## src/rtl/irq_nest_pkg.sv

```systemverilog
package irq_nest_pkg;
   localparam int LVL_W   = 2;
   localparam int NUM_LVL = 1 << LVL_W;

   typedef logic [LVL_W-1:0]   lvl_t;
   typedef logic [NUM_LVL-1:0] svc_vec_t;

   // highest set bit of an in-service vector (0 when empty)
   function automatic lvl_t top_level(input svc_vec_t v);
      lvl_t r;
      r = '0;
      for (int l = 0; l < NUM_LVL; l++)
         if (v[l]) r = lvl_t'(l);
      return r;
   endfunction
endpackage

```

## src/rtl/irq_level_decode.sv

```systemverilog
module irq_level_decode
   import irq_nest_pkg::*;
#(
   parameter int NUM_SRC = 6
) (
   input  logic [NUM_SRC-1:0]            irq_req,
   input  logic                          glob_en,
   input  logic [NUM_SRC-1:0]            src_en,
   input  logic [NUM_SRC-1:0]            prio_lo,
   input  logic [NUM_SRC-1:0]            prio_hi,
   output logic [NUM_SRC-1:0]            live,
   output logic [NUM_SRC-1:0][LVL_W-1:0] lvl
);
   for (genvar i = 0; i < NUM_SRC; i++) begin : g_src
      assign live[i] = irq_req[i] & src_en[i] & glob_en;
      assign lvl[i]  = {prio_hi[i], prio_lo[i]};
   end
endmodule

```

## src/rtl/irq_svc_stack.sv

```systemverilog
module irq_svc_stack
   import irq_nest_pkg::*;
(
   input  logic     clk,
   input  logic     rst_n,
   input  logic     set_en,
   input  lvl_t     set_lvl,
   input  logic     pop,
   output svc_vec_t in_svc,
   output logic     svc_any,
   output lvl_t     svc_top
);
   svc_vec_t nxt;

   assign svc_any = |in_svc;
   assign svc_top = top_level(in_svc);

   always_comb begin
      nxt = in_svc;
      if (pop && svc_any) nxt[svc_top] = 1'b0;
      if (set_en)         nxt[set_lvl] = 1'b1;
   end

   always_ff @(posedge clk or negedge rst_n) begin
      if (!rst_n) in_svc <= '0;
      else        in_svc <= nxt;
   end

   p_set_marks_r5: assert property (@(posedge clk) disable iff (!rst_n)
      set_en |=> in_svc[$past(set_lvl)]);

   p_pop_one_r7: assert property (@(posedge clk) disable iff (!rst_n)
      (pop && !set_en && svc_any) |=> ($countones(in_svc) == $countones($past(in_svc)) - 1));

   p_pop_keeps_lower_r7: assert property (@(posedge clk) disable iff (!rst_n)
      (pop && !set_en && svc_any) |=> ((in_svc | ~$past(in_svc)) != '0));

   p_idle_hold_r8: assert property (@(posedge clk) disable iff (!rst_n)
      (!set_en && !pop) |=> $stable(in_svc));
endmodule

```

## src/rtl/irq_arbiter.sv

```systemverilog
module irq_arbiter
   import irq_nest_pkg::*;
#(
   parameter int NUM_SRC = 6,
   parameter int IDX_W   = 3
) (
   input  logic [NUM_SRC-1:0]            live,
   input  logic [NUM_SRC-1:0][LVL_W-1:0] lvl,
   input  logic                          svc_any,
   input  lvl_t                          svc_top,
   output logic                          win_valid,
   output logic [IDX_W-1:0]              win_idx,
   output lvl_t                          win_lvl
);
   logic [NUM_SRC-1:0] elig;

   for (genvar i = 0; i < NUM_SRC; i++) begin : g_elig
      assign elig[i] = live[i] & (!svc_any || (lvl[i] > svc_top));
   end

   // ascending scan with strict compare: lowest index keeps a tie
   always_comb begin
      win_valid = 1'b0;
      win_idx   = '0;
      win_lvl   = '0;
      for (int i = 0; i < NUM_SRC; i++) begin
         if (elig[i] && (!win_valid || (lvl[i] > win_lvl))) begin
            win_valid = 1'b1;
            win_idx   = IDX_W'(i);
            win_lvl   = lvl[i];
         end
      end
   end
endmodule

```

## src/rtl/irq_nest_ctrl.sv

```systemverilog
module irq_nest_ctrl
   import irq_nest_pkg::*;
#(
   parameter int NUM_SRC = 6,
   localparam int IDX_W  = (NUM_SRC > 1) ? $clog2(NUM_SRC) : 1
) (
   input  logic               clk,
   input  logic               rst_n,
   input  logic [NUM_SRC-1:0] irq_req,
   input  logic               glob_en,
   input  logic [NUM_SRC-1:0] src_en,
   input  logic [NUM_SRC-1:0] prio_lo,
   input  logic [NUM_SRC-1:0] prio_hi,
   input  logic               vec_ack,
   input  logic               reti,
   output logic               vec_req,
   output logic [IDX_W-1:0]   vec_idx
);
   if (NUM_SRC < 2 || NUM_SRC > 64) begin : g_bad_src
      $error("irq_nest_ctrl: NUM_SRC must lie in 2..64");
   end

   logic [NUM_SRC-1:0]            live;
   logic [NUM_SRC-1:0][LVL_W-1:0] lvl;
   svc_vec_t                      in_svc;
   logic                          svc_any;
   lvl_t                          svc_top;
   logic                          win_valid;
   logic [IDX_W-1:0]              win_idx;
   lvl_t                          win_lvl;

   irq_level_decode #(.NUM_SRC(NUM_SRC)) u_dec (
      .irq_req(irq_req), .glob_en(glob_en), .src_en(src_en),
      .prio_lo(prio_lo), .prio_hi(prio_hi), .live(live), .lvl(lvl));

   irq_arbiter #(.NUM_SRC(NUM_SRC), .IDX_W(IDX_W)) u_arb (
      .live(live), .lvl(lvl), .svc_any(svc_any), .svc_top(svc_top),
      .win_valid(win_valid), .win_idx(win_idx), .win_lvl(win_lvl));

   irq_svc_stack u_svc (
      .clk(clk), .rst_n(rst_n),
      .set_en(vec_ack && win_valid), .set_lvl(win_lvl), .pop(reti),
      .in_svc(in_svc), .svc_any(svc_any), .svc_top(svc_top));

   assign vec_req = win_valid;
   assign vec_idx = win_idx;

   p_global_off_r3: assert property (@(posedge clk) disable iff (!rst_n)
      !glob_en |-> !vec_req);

   p_offer_live_r3: assert property (@(posedge clk) disable iff (!rst_n)
      vec_req |-> (irq_req[vec_idx] && src_en[vec_idx]));

   p_above_service_r6: assert property (@(posedge clk) disable iff (!rst_n)
      vec_req |-> (!svc_any || win_lvl > svc_top));

   p_idx_range_r4: assert property (@(posedge clk) disable iff (!rst_n)
      vec_req |-> (int'(vec_idx) < NUM_SRC));

   p_idle_idx_r9: assert property (@(posedge clk) disable iff (!rst_n)
      !vec_req |-> (vec_idx == '0));
endmodule

```

## config.mk

```make
export PLATFORM = sky130hd
export DESIGN_NAME = irq_nest_ctrl
export DESIGN_NICKNAME = d
export VERILOG_FILES = /design/src/rtl/irq_nest_pkg.sv /design/src/rtl/irq_level_decode.sv /design/src/rtl/irq_svc_stack.sv /design/src/rtl/irq_arbiter.sv /design/src/rtl/irq_nest_ctrl.sv
export SDC_FILE = /design/constraint.sdc
export NUM_CORES = 1
export LEC_CHECK = 0
export ABC_AREA = 1
export BUFFER_PORTS_ARGS = -buffer_cell sky130_fd_sc_hd__clkbuf_2
export CAP_MARGIN = 20
export CORE_MARGIN = 4
export CORE_UTILIZATION = 37
export DETAILED_ROUTE_END_ITERATION = 8
export GPL_TIMING_DRIVEN = 0
export PLACE_DENSITY_LB_ADDON = 0.05
export SLEW_MARGIN = 40
export SYNTH_ARGS = -nofsm -noshare
export SYNTH_HDL_FRONTEND = slang
export SYNTH_SLANG_ARGS = --single-unit
```

## constraint.sdc

```tcl
create_clock -name clk -period 6.7 [get_ports clk]
set_clock_uncertainty 0.1 [all_clocks]
set_input_delay 0.335 -clock clk [delete_from_list [all_inputs] [get_ports clk]]
set_output_delay 0.335 -clock clk [all_outputs]
set_load 0.005 [all_outputs]
```

==> key figures <==
Status
  • Status: completed

Synthesis
  • Sequential element share of the synthesized area: 8.42%
  • Post-Synth XOR/XNOR Area: 0%
  • Syn avg cell area: 5.94 µm²
  • Compound-Gate Fraction of Synth Area: 9.47%
  • Post-Synthesis Cells: 200
  • Netlist cell types: 22
  • Post-Synth Simple-Gate Area: 49.8%
  • Synth Area in Adders: 23.2%
  • Syn_nets: 251
  • Mux share of post-synthesis cell area: 0%
  • Flops & latches, synth: 4
  • Synthesized cell area: 1190 µm²
  • Total number of yosys warnings: 0
  • Largest family of logic cells by synthesized area: simple AND/OR/NAND/NOR gates

Global route
  • Global route overflow: 0
  • GR Util All Layers: 15.6%
  • First-pass GRT wire length: 5.32 mm
  • Largest net degree at the start of global routing: 9
  • Vias in the first global route: 1256
  • Initial antenna violation count: 0

Placed design
  • DP Cell Count: 276
  • # port buffers: 32
  • Hpwl dp: 2.62 mm
  • Worst slack, placed: -0.720 ns
  • Gpl congestion: 0.848

Worst setup path
  • CP startpoint: u_svc.in_svc[3]
  • RR Startpoint: u_svc.in_svc[3]
  • Crit. End Element: output pin
  • Startpoint Class: flip-flop
  • Critical path fanouts, max: 5
  • Worst Path Required: 6.26 ns
  • Max incr delay on CP: 0.41 ns
  • Worst Path Class, Setup: reg2out
  • CP arrival: 5.91 ns
  • CP max-delay cell: dfrtp_1

STA
  • Worst hold margin: 0.288 ns
  • FMAX: 0.158 GHz
  • Slew headroom: 80.5%
  • Worst-margin pin slew: 0.292 ns
  • Final setup margin: 0.354 ns
  • Final hold violations: 0
  • Period Utilization, post-route: 94.7%
  • Min cycle time layout: 6.35 ns
  • Slew Viols, Final: 0
  • Final setup vio count: 0

Routing
  • Drt first pass iters: 4
  • DR DRC count: 0
  • Avg Vias per Cell: 4.75
  • Avg WL per Cell: 11.8 µm
  • DRT antenna net count: 0
  • Post-Route WL: 3.54 mm
  • DR vias: 1426
  • Initial DRC Count: 47

Floorplan
  • Core area: 3050 µm²
  • Initial core utilization: 38.9%
  • Die area: 4180 µm²
  • Die Span X: 64.7 µm
  • Num rows: 20
  • I/O Pins: 33
  • Die height: 64.7 µm

Clock network
  • CTS Buf Count: 3
  • Clock transition at path regs: 0.04 ns
  • CTS max path bufs: 2
  • Worst-Skew Late Latency: 0.23 ns
  • CTS tree: yes
  • Htree depth: 1
  • Clock sinks: 4
  • CTS root buf: clkbuf_4

Finish
  • Most frequent cells in the layout: nand2_1, clkbuf_2, inv_1, nand3_1
  • Biggest register: u_svc.in_svc
  • NumNets Final: 309
  • FF/Latch Area: 101 µm²
  • Fill cells: 313
  • Share of layout cells above drive strength 1: 37.1%
  • Layout Utilization: 57.7%
  • Area taken by multi-input logic gates: 1140 µm²
  • Max FFs per register: 4
  • Antenna cell count: 0
  • Most common cell after layout, fill and taps aside: nand2_1
  • Largest regs: u_svc.in_svc: 4 flops
  • Area grow syn2layout: 48.2%
  • Post-Layout Cell Count: 300

Power and ir drop
  • Pwr Density: 244 nW/µm²
  • Leakage power: 1.04 nW
  • Max IR drop VDD: 0.0866 mV
  • Overall Power: 430 µW

Worst hold path
  • Hold Crit Start: reti
  • Worst hold-check path type: in2reg

Flow run
  • Max cap viols: 0
## layout make-up
| cell class | count | share of cell area, % |
|---|---|---|
| Multi-Input combinational cell | 167 | 64.6 |
| Timing Repair Buffer | 53 | 19.1 |
| Inverter | 29 | 6.18 |
| Sequential cell | 4 | 5.75 |
| Tap cell | 44 | 3.12 |
| Clock buffer | 3 | 1.28 |
## cell usage after synthesis
| master | count | area share (%) |
|---|---|---|
| nand3_1 | 32 | 13 |
| nand3b_1 | 2 | 1.3 |
| and3_2 | 1 | 0.63 |
| dfrtp_1 | 4 | 8.4 |
| ha_1 | 22 | 23 |
| nor2_2 | 2 | 1.1 |
| or2_2 | 2 | 1.1 |
| nand2_8 | 1 | 1.7 |
| nor2_1 | 7 | 2.2 |
| nor2_4 | 1 | 0.95 |
| nand2_1 | 71 | 22 |
| a21oi_4 | 1 | 1.4 |
| nand2_4 | 2 | 1.9 |
| or2_1 | 2 | 1.1 |
| a21oi_1 | 4 | 1.7 |
| nand2_2 | 3 | 1.6 |
| o21ai_0 | 9 | 3.8 |
| a21oi_2 | 1 | 0.74 |
| o21bai_1 | 3 | 1.9 |
| inv_2 | 1 | 0.32 |
| or2_0 | 1 | 0.53 |
| inv_1 | 28 | 8.8 |
## path summary, 6_finish.rpt
path / end / slack [ns] / cells past startpoint
worst min-delay path: u_svc.in_svc[3] / 0.29 / 4
worst max-delay path: vec_idx[1] / 0.35 / 45
worst max register to register: u_svc.in_svc[0] / 0.65 / 48
worst min register to register: u_svc.in_svc[0] / 0.43 / 2
min in group asynchronous: u_svc.in_svc[3] / 0.36 / 2
max in group asynchronous: u_svc.in_svc[2] / 6.01 / 2
## through the flow
stage | instance area, µm² | setup TNS (ns)
after CTS | 1520 | 0
after detailed placement | 1400 | -3.72
final | 1760 | 0
after floorplan | 1190 | 0
after global placement | 1400 | -2.95
after global routing | 1760 | -0.0365
## power breakdown
group          switching [mW]  internal [mW]
registers             0.00806         0.0318
logic                   0.207          0.154
clock network         0.00892         0.0200
total                   0.224          0.206
## repair_timing
item                       CTS  global route
hold buffers                 1             0
pin swaps                    3            20
setup endpoints to repair    7             7
setup buffers                8            12
hold endpoints to repair     4             0
resized for setup            8            32
## critical path, delay by kind of cell (launching register included)
kind,cells,cell delay (ns)
and+or+nand+nor,26,2.48
buffers and inverters,6,0.33
AOI/OAI and AO/OA,7,0.94
DFF,1,0.41
adders and majority gates,6,1.48
## kinds of logic (layout without fill, tap and decap cells)
kind of cell               after synthesis  in the layout
and+or+nand+nor                        127            127
buffers and inverters                   29             85
AOI/OAI and AO/OA                       18             18
adders and majority gates               22             22
DFF                                      4              4
## metal layers
metal  wire length [µm]  track usage [%]  vias up  part of all wire (%)
met5                  0                0        -                     0
met4                 16             3.17        0                  0.45
met3                155             1.04        2                   4.4
met2               1740             27.1       22                    49
met1               1630             21.1      634                    46
li1                   -                -      768                     -
No activity file was read; power rests on OpenSTA's default activity.
